File: src/rtl/hrf_pkg.sv
package hrf_pkg;
  localparam int WORD_W    = 32;
  localparam int BYTE_W    = 8;
  localparam int WORD_B    = WORD_W / BYTE_W;
  localparam int CELL_WDS  = 16;
  localparam int HDR_WDS   = 5;
  localparam int MOVES     = 5;
  localparam int IDX_W     = 3;
  localparam int LU_WDS    = 4;
  localparam int PAR_SHORT = 3;
  localparam int PAR_LONG  = 5;
endpackage

File: src/rtl/hrf_hdr_buf.sv
module hrf_hdr_buf
  import hrf_pkg::*;
#(
  parameter int HDR_WORDS = HDR_WDS,
  parameter int N_MOVES   = MOVES,
  parameter int IW        = IDX_W
) (
  input  logic                         clk,
  input  logic                         rst_n,
  input  logic                         wr_en,
  input  logic [$clog2(HDR_WORDS)-1:0] wr_idx,
  input  logic [WORD_W-1:0]            wr_data,
  input  logic                         start,
  input  logic [N_MOVES*IW-1:0]        cfg,
  output logic                         busy,
  output logic [HDR_WORDS*WORD_W-1:0]  hdr_flat
);
  localparam int NB   = HDR_WORDS * WORD_B;
  localparam int PB_W = $clog2(NB);
  localparam int ST_W = $clog2(N_MOVES + 1);

  logic [BYTE_W-1:0]       hb [NB];
  logic [ST_W-1:0]         step;
  logic                    busy_q;
  logic [N_MOVES*IW-1:0]   cfg_q;
  logic [IW-1:0]           cur_idx;
  logic [PB_W-1:0]         pos_a, pos_b;

  assign cur_idx = cfg_q[int'(step)*IW +: IW];
  assign pos_a   = PB_W'(step);
  assign pos_b   = PB_W'(cur_idx);
  assign busy    = busy_q;

  always_ff @(posedge clk) begin
    if (!rst_n) begin
      busy_q <= 1'b0;
      step   <= '0;
      cfg_q  <= '0;
    end else if (start) begin
      busy_q <= 1'b1;
      step   <= '0;
      cfg_q  <= cfg;
    end else if (busy_q) begin
      if (step == ST_W'(N_MOVES - 1)) busy_q <= 1'b0;
      step <= step + 1'b1;
    end
  end

  // capture and swap share one writer so each byte has a single driver
  always_ff @(posedge clk) begin
    for (int p = 0; p < NB; p++) begin
      if (wr_en && (int'(wr_idx) == p / WORD_B))
        hb[p] <= wr_data[WORD_W-1-BYTE_W*(p%WORD_B) -: BYTE_W];
      else if (busy_q && (PB_W'(p) == pos_a))
        hb[p] <= hb[pos_b];
      else if (busy_q && (PB_W'(p) == pos_b))
        hb[p] <= hb[pos_a];
    end
  end

  for (genvar g = 0; g < NB; g++) begin : g_flat
    assign hdr_flat[NB*BYTE_W-1-BYTE_W*g -: BYTE_W] = hb[g];
  end

  a_r4_step_bounded: assert property (@(posedge clk) disable iff (!rst_n)
    busy_q |-> (step < ST_W'(N_MOVES)));
  a_r4_start_when_idle: assert property (@(posedge clk) disable iff (!rst_n)
    start |-> !busy_q);
  a_r8_cfg_frozen: assert property (@(posedge clk) disable iff (!rst_n)
    (busy_q && !start) |=> $stable(cfg_q));
endmodule

File: src/rtl/hrf_pay_buf.sv
module hrf_pay_buf
  import hrf_pkg::*;
#(
  parameter int PAY_WORDS = CELL_WDS - HDR_WDS
) (
  input  logic                         clk,
  input  logic                         wr_en,
  input  logic [$clog2(PAY_WORDS)-1:0] wr_idx,
  input  logic [WORD_W-1:0]            wr_data,
  output logic [PAY_WORDS*WORD_W-1:0]  pay_flat
);
  localparam int PW_W = $clog2(PAY_WORDS);

  for (genvar w = 0; w < PAY_WORDS; w++) begin : g_word
    logic [WORD_W-1:0] mem_q;
    always_ff @(posedge clk) begin
      if (wr_en && (wr_idx == PW_W'(w))) mem_q <= wr_data;
    end
    assign pay_flat[PAY_WORDS*WORD_W-1-WORD_W*w -: WORD_W] = mem_q;
  end
endmodule

File: src/rtl/hrf_parity.sv
module hrf_parity
  import hrf_pkg::*;
#(
  parameter int N_LONG  = PAR_LONG,
  parameter int N_SHORT = PAR_SHORT
) (
  input  logic [N_LONG*BYTE_W-1:0] hdr_bytes,
  input  logic                     sel_long,
  output logic                     odd
);
  logic odd_short, odd_long;
  assign odd_short = ^hdr_bytes[N_LONG*BYTE_W-1 -: N_SHORT*BYTE_W];
  assign odd_long  = ^hdr_bytes;
  assign odd       = sel_long ? odd_long : odd_short;
endmodule

File: src/rtl/hrf_out_seq.sv
module hrf_out_seq #(
  parameter int NUM_LU = 4
) (
  input  logic                      clk,
  input  logic                      rst_n,
  input  logic                      cell_done,
  input  logic                      hold_off,
  input  logic                      out_ready,
  output logic                      full,
  output logic                      out_valid,
  output logic [$clog2(NUM_LU)-1:0] lu
);
  localparam int LU_W = $clog2(NUM_LU);
  localparam logic [LU_W-1:0] LAST = LU_W'(NUM_LU - 1);

  logic fire;
  assign out_valid = full && !hold_off;
  assign fire      = out_valid && out_ready;

  always_ff @(posedge clk) begin
    if (!rst_n) begin
      full <= 1'b0;
      lu   <= '0;
    end else begin
      if (cell_done) full <= 1'b1;
      else if (fire && (lu == LAST)) full <= 1'b0;
      if (fire) lu <= (lu == LAST) ? '0 : lu + 1'b1;
    end
  end

  a_r3_lu_step: assert property (@(posedge clk) disable iff (!rst_n)
    (fire && (lu != LAST)) |=> (out_valid && (lu == $past(lu) + 1'b1)));
  a_r3_first_beat_lu0: assert property (@(posedge clk) disable iff (!rst_n)
    $rose(full) |-> (lu == '0));
endmodule

File: src/rtl/hrf_formatter.sv
module hrf_formatter
  import hrf_pkg::*;
#(
  parameter int CELL_WORDS = CELL_WDS,
  parameter int HDR_WORDS  = HDR_WDS,
  parameter int N_MOVES    = MOVES,
  parameter int IW         = IDX_W,
  parameter int LU_WORDS   = LU_WDS
) (
  input  logic                        clk,
  input  logic                        rst_n,
  input  logic [N_MOVES*IW-1:0]       cfg_pos,
  input  logic                        cfg_par5,
  input  logic                        in_valid,
  output logic                        in_ready,
  input  logic [WORD_W-1:0]           in_data,
  output logic                        out_valid,
  input  logic                        out_ready,
  output logic [LU_WORDS*WORD_W-1:0]  out_data,
  output logic                        out_sop,
  output logic [$clog2(CELL_WORDS/LU_WORDS)-1:0] out_lu,
  output logic                        out_par_err
);
  localparam int CNT_W     = $clog2(CELL_WORDS);
  localparam int HI_W      = $clog2(HDR_WORDS);
  localparam int PAY_WORDS = CELL_WORDS - HDR_WORDS;
  localparam int PI_W      = $clog2(PAY_WORDS);
  localparam int NUM_LU    = CELL_WORDS / LU_WORDS;
  localparam int LU_BITS   = LU_WORDS * WORD_W;
  localparam int CELL_BITS = CELL_WORDS * WORD_W;
  localparam int HDR_BITS  = HDR_WORDS * WORD_W;

  logic [CNT_W-1:0]     wcnt;
  logic                 take, start, cell_done, full, busy, par_sel_q, odd;
  logic [HDR_BITS-1:0]  hdr_flat;
  logic [PAY_WORDS*WORD_W-1:0] pay_flat;
  logic [CELL_BITS-1:0] cell_flat;

  assign in_ready  = !full;
  assign take      = in_valid && in_ready;
  assign start     = take && (wcnt == CNT_W'(HDR_WORDS - 1));
  assign cell_done = take && (wcnt == CNT_W'(CELL_WORDS - 1));

  always_ff @(posedge clk) begin
    if (!rst_n) begin
      wcnt      <= '0;
      par_sel_q <= 1'b0;
    end else begin
      if (take) wcnt <= cell_done ? '0 : wcnt + 1'b1;
      if (start) par_sel_q <= cfg_par5;
    end
  end

  hrf_hdr_buf #(.HDR_WORDS(HDR_WORDS), .N_MOVES(N_MOVES), .IW(IW)) u_hdr (
    .clk(clk), .rst_n(rst_n),
    .wr_en(take && (wcnt < CNT_W'(HDR_WORDS))),
    .wr_idx(HI_W'(wcnt)), .wr_data(in_data),
    .start(start), .cfg(cfg_pos), .busy(busy), .hdr_flat(hdr_flat)
  );

  hrf_pay_buf #(.PAY_WORDS(PAY_WORDS)) u_pay (
    .clk(clk),
    .wr_en(take && (wcnt >= CNT_W'(HDR_WORDS))),
    .wr_idx(PI_W'(wcnt - CNT_W'(HDR_WORDS))),
    .wr_data(in_data), .pay_flat(pay_flat)
  );

  hrf_parity #(.N_LONG(PAR_LONG), .N_SHORT(PAR_SHORT)) u_par (
    .hdr_bytes(hdr_flat[HDR_BITS-1 -: PAR_LONG*BYTE_W]),
    .sel_long(par_sel_q), .odd(odd)
  );

  hrf_out_seq #(.NUM_LU(NUM_LU)) u_seq (
    .clk(clk), .rst_n(rst_n), .cell_done(cell_done), .hold_off(busy),
    .out_ready(out_ready), .full(full), .out_valid(out_valid), .lu(out_lu)
  );

  assign cell_flat   = {hdr_flat, pay_flat};
  assign out_data    = cell_flat[CELL_BITS-1-int'(out_lu)*LU_BITS -: LU_BITS];
  assign out_sop     = out_valid && (out_lu == '0);
  assign out_par_err = out_sop && odd;

  a_r7_hold_stable: assert property (@(posedge clk) disable iff (!rst_n)
    (out_valid && !out_ready) |=> (out_valid && $stable(out_data) && $stable(out_lu)
                                   && $stable(out_par_err)));
  a_r2_ready_low_after_last: assert property (@(posedge clk) disable iff (!rst_n)
    (take && (wcnt == CNT_W'(CELL_WORDS - 1))) |=> !in_ready);
  a_r4_moves_before_output: assert property (@(posedge clk) disable iff (!rst_n)
    full |-> !busy);
endmodule

File: config.mk
export PLATFORM = sky130hd
export DESIGN_NAME = hrf_formatter
export DESIGN_NICKNAME = d
export VERILOG_FILES = /design/src/rtl/hrf_pkg.sv /design/src/rtl/hrf_hdr_buf.sv /design/src/rtl/hrf_pay_buf.sv /design/src/rtl/hrf_parity.sv /design/src/rtl/hrf_out_seq.sv /design/src/rtl/hrf_formatter.sv
export SDC_FILE = /design/constraint.sdc
export NUM_CORES = 1
export LEC_CHECK = 0
export BUFFER_PORTS_ARGS = -buffer_cell sky130_fd_sc_hd__buf_2
export CAP_MARGIN = 30
export CORE_MARGIN = 8
export CORE_UTILIZATION = 60
export DETAILED_ROUTE_END_ITERATION = 6
export PLACE_DENSITY = 0.8
export SLEW_MARGIN = 40
export SYNTH_ARGS = -nofsm -noshare
export SYNTH_HDL_FRONTEND = slang
export SYNTH_SLANG_ARGS = --single-unit
File: constraint.sdc
create_clock -name clk -period 3 [get_ports clk]
set_input_delay 0.15 -clock clk [delete_from_list [all_inputs] [get_ports clk]]
set_output_delay 0.15 -clock clk [all_outputs]
set_load 0.005 [all_outputs]
* Word level (Yosys, flattened, before mapping)
Memories as Yosys holds them, arrays and structs flattened. A register that Yosys moved wholly into a read port is not among the register bits. Cells that the tools add are included. Widths: inputs -> output; s select.
Word-level totals: register bits 379, latch bits 0, memory bits (writable) 160, memory bits (read-only) 0, output and inout bits 134, word-level logic and storage cells 255, memories kept 1
Operators by class: $add $sub $neg 5, $mul 1, divide/modulo/power cells 0, magnitude comparators 2, eq/ne operators 32, shift-type cells 2, muxes and demuxes 116, bitwise logic cells 17, reduce and logical (&&, ||, !) cells 61
Memory list:
- u_hdr.hb | words 20, width 8, read ports 22, clocked after Yosys merged registers in 1, wr ports 12, RTL line hrf_hdr_buf.sv:22 | logic [BYTE_W-1:0] hb [NB];
Operator list (number):
- $shiftx 639x10->128 | 1
- $mux 8 | 24
- $mux 1 | 80
- $reduce_or 8->1 | 8
- $mux 5 | 10
- $logic_and 1x1->1 | 42
- $reduce_xor 40->1 | 1
- $shiftx 15x32->3 | 1
- $eq 3x3->1 const A | 8
- $reduce_xor 24->1 | 1
- $eq 4x3->1 const B | 5
- $eq 4x4->1 const B | 4
- $or 1x1->1 | 16
- $eq 2x3->1 const A | 4
- $eq 3x3->1 const B | 4
- $logic_not 5->1 | 2
- $sub 9x9->10 const A | 1
- $eq 4x2->1 const B | 2
- $eq 1x3->1 const A | 2
- $mul 3x2->5 const B | 1
- $add 4x1->4 const B | 1
- $eq 4x1->1 const B | 1
- $ge 4x3->1 const B | 1
- $logic_not 4->1 | 1
- other kinds (14) | 15

* Longest topological paths before layout
depth after elaboration 9, depth in mapped cells 10, mapped depth without buffers 7

* Cells and area by module
Synthesis repeated with hierarchy kept, for this count alone.
Second synthesis, totals: cells, all modules 1239, area, all modules 23064.6 um2
By module, submodules not included:
- hrf_pay_buf | times used 1, cells each 370, area an instance 10671.5 um2
- hrf_hdr_buf | times used 1, cells each 614, area an instance 8436.8 um2
- hrf_formatter | times used 1, cells each 200, area an instance 3463.3 um2
- hrf_parity | times used 1, cells each 40, area an instance 345.3 um2
- hrf_out_seq | times used 1, cells each 15, area an instance 147.6 um2

* Worst setup path after synthesis
No wires, ideal clock.
path kind register to register, start register wcnt[0], end register u_pay.g_word[3].mem_q[0] (enable), arrival time 2304 ps, data required time 2608 ps, slack 304 ps, cell stages (with the launch flop) 8, period minus slack after synthesis 2696 ps, cell sequence dfxtp_1 > inv_1 > ha_1 > nand2b_1 > nor3_1 > o21ai_0 > o31ai_1 > and3_1
On the way: word-level cells in the longest chain between the ends 3, elaborated cells between the ends (all ways) 5, classes of those cells 1 x add/sub; 1 x order compare; 1 x eq/ne; 2 x reduce/logical
Ends and longest elaborated chain:
- start, declared | RTL line hrf_formatter.sv:33 | logic [CNT_W-1:0] wcnt;
- start signal, assigned | RTL line hrf_formatter.sv:49 | if (take) wcnt <= cell_done ? '0 : wcnt + 1'b1;
- $sub 4x3->4 or $ge 4x3->1 (tied branches) | RTL line hrf_formatter.sv:64, hrf_formatter.sv:63
- $eq 4x2->1 or $logic_and 1x1->1 (tied branches) | RTL line hrf_pay_buf.sv:17, hrf_formatter.sv:63
- $logic_and 1x1->1 (*) | RTL line hrf_pay_buf.sv:17 | if (wr_en && (wr_idx == PW_W'(w))) mem_q <= wr_data;
- end signal, assigned | RTL line hrf_pay_buf.sv:17
- end, declared | RTL line hrf_pay_buf.sv:15 | logic [WORD_W-1:0] mem_q;
Every way passes the cells marked *; elsewhere a longest branch is shown, timed or not. A chain may end at the register's enable or synchronous reset.

==> metrics <==
status=completed; Setup Crit Path Kind=reg2out; syn avg cell area=18.4 µm²; layout filler cell count=2424; Reg2Reg Depth=7; Slew @ Worst Pin=0.752 ns; Ant. Diodes=0; FP Rows=72; CP max-delay cell=xnor3_1; Min-Delay Endpoint=u_hdr.hb[10][0]; cell area after layout=27300 µm²; Tmin final=2.93 ns; relative slew slack=49.9%; PortBufs=185; Worst VDD drop=0.521 mV; RSZ-0062 raised after global routing=false; Final nets=1612; most frequent cells after synthesis=edfxtp_1 (512), mux4_2 (144), nand2_1 (65); Crit Path Max Fanout=4; hold slack final=0.0349 ns; GPL Wtd Cong=0.988; Unique masters post-synth=71; vias in the first global route=14100; maxcap violations=0; Setup Buffers After CTS=0; largest net degree at the start of global routing=54; initial core utilization=60.3%; setup slack, reg-to-reg=0.09 ns; Routed Antenna Nets=0; grt total ovfl=0; min-delay src=in_data[8]; Post-Route Utilization=71.1%; CP peak stage delay=0.52 ns; via count=14000; Tcrit/Tclk final=97.7%; Critical Path End Type=output port; Clock Path Buffers=3; Hold Path Class=in2reg; sequential-to-total area share from yosys stat=69.0%; DRT Pass-1 Iters=6; crit path cell chain=xnor2_1, xnor2_1, xnor2_1, xnor3_1, a21oi_1, and3b_1, buf_2; leakage dissipation=0.00895 µW; placed standard-cell area=25100 µm²; Synth Register Bits=542; Seq. cell area=16000 µm²; Die X=212 µm; DR WL/cell=30.8 µm; first-pass GRT wire length=94100 µm; Worst EP required=2.85 ns; top cell type's share of synthesized area=66.4%; Max Freq=341 MHz; cts bufs inserted=53; I/O Pins=186; Synth Net Count=1330; synthesis-to-layout area growth=17.8%; DR iter-0 viols=1797; crit path DAT=2.78 ns; CTS H-tree depth=2; clk root buf=clkbuf_16; Netlist Area Pre-Place=23200 µm²; initial antenna violation count=0; Worst setup SP type=flop; Gate Count Post-Synth=1262; final setup fails=0; Min-Delay Path Depth=1; core box area=38400 µm²; # DRC=0; Critical path origin=u_hdr.hb[0][6]; die height=212 µm; worst reg2reg path endpoint=u_hdr.hb[7][3]; Clock Pin Slew Worst Setup and Hold Paths=0.06 ns; yosys warns=0; Top FF cell, synth=edfxtp_1; Worst Skew=0.0194 ns; Slew Viols, Final=0; hpwl dp=41000 µm; clock latency at the later pin of the worst-skew pair=0.60 ns; most numerous cell in the Yosys netlist=edfxtp_1; Via density=6.65; CTS tree=built; gr usage total=28.8%; most used cell, CP=xnor2_1; final hold viol count=0; Synth area leaders=edfxtp_1 (66%), mux4_2 (14%), dfxtp_1 (2.6%); die area=45100 µm²; clock sink total=542; pwr dens=587 nW/µm²; reg2reg start=u_hdr.step[1]; asr flop ratio synth=0%; final wirelength=64800 µm; dominant cell type by area after synthesis=edfxtp_1; area of the multi-input gates=6760 µm²; Post-synth EDFFs=512; layout cells sized above 1=32.5%
-- metal layers --
metal | vias up | GRT usage, % | wire (µm)
li1 | 5820 | - | -
met4 | 0 | 11.0 | 2440
met1 | 7137 | 37.3 | 23500
met3 | 167 | 6.50 | 6790
met5 | - | 0 | 0
met2 | 875 | 47.4 | 32000
-- worst max path at each step --
stage                                          end  slack [ns]  cells past startpoint
after floorplan           u_pay.g_word[3].mem_q[0]        0.30                      7
after global placement              u_hdr.hb[7][1]        0.08                      6
after detailed placement            u_hdr.hb[7][1]       -0.07                      6
after CTS                           u_hdr.hb[7][3]        0.04                      7
after global routing                   out_par_err        0.02                      7
final                                  out_par_err        0.07                      7
-- layout make-up --
| type | instances | share of cell area, % |
|---|---|---|
| Inverter | 11 | 0.151 |
| Multi-Input combinational cell | 638 | 24.8 |
| Timing Repair Buffer | 298 | 7.82 |
| Clock buffer | 65 | 5.10 |
| Sequential cell | 542 | 58.6 |
| Clock inverter | 33 | 1.23 |
| Tap cell | 518 | 2.37 |
-- cells in the final DEF, fill, tap and decap left out, types with 17 or more instances in the layout --
cell,count
o21ai_1,50
clkbuf_16,53
mux4_2,144
a22oi_1,55
buf_12,19
a21boi_0,19
o21ai_0,26
dlygate4sd3_1,49
buf_4,45
and3_1,35
nand2_1,65
xnor2_1,34
dfxtp_1,27
edfxtp_1,512
buf_2,185
a2111oi_0,17
-- logic make-up after synthesis --
group                    count (synthesis)  synth area share (%)
XOR/XNOR                                38                  1.50
adder cells (fa/ha/maj)                 16                 0.864
flip-flops                             542                  69.0
buffers and inverters                   82                  1.92
AND/OR/NAND/NOR                        206                  5.18
AO/OA/AOI/OAI                          218                  6.81
multiplexers                           160                  14.8
-- where the power goes --
group	leakage [µW]	internal (µW)	switching, µW
combinational	0.00324	385	547
sequential	0.00487	8350	96.9
clock	0.000841	3820	2810
-- registers in the layout, indices dropped and copies added (netlist names), named ones only --
signal	count
u_pay.g_word.mem_q	352
u_seq.full	1
u_hdr.step	3
wcnt	4
u_seq.lu	2
u_hdr.hb	160
u_hdr.busy	1
u_hdr.cfg_q	15
par_sel_q	1
-- metrics by stage --
| stage | setup slack, ns | power [µW] | TNS [ns] | instances |
|---|---|---|---|---|
| floorplan | 0.304 | 9000 | 0 | 1262 |
| global placement | 0.0794 | 9450 | 0 | 1958 |
| detailed placement | -0.0731 | 9470 | -0.245 | 1958 |
| CTS | 0.0381 | 16100 | 0 | 2105 |
| global route | 0.0184 | 16400 | 0 | 2105 |
| finish | 0.0675 | 16000 | 0 | 2105 |
-- critical path, delay by kind of cell, from the launching register on --
family                 cells  cell delay (ns)
AO/OA/AOI/OAI              1             0.14
XOR/XNOR                   4             1.20
AND/OR/NAND/NOR            1             0.20
buffers and inverters      1             0.14
flip-flops                 1             0.50
-- timing repair --
action,in CTS,in global routing
resized for setup,2,2
endpoints found under the setup margin,12,71
endpoints found under the hold margin,430,0
hold buffers,49,0
pin swaps,0,0
cloned,0,0
No activity file was read; power rests on OpenSTA's default activity.
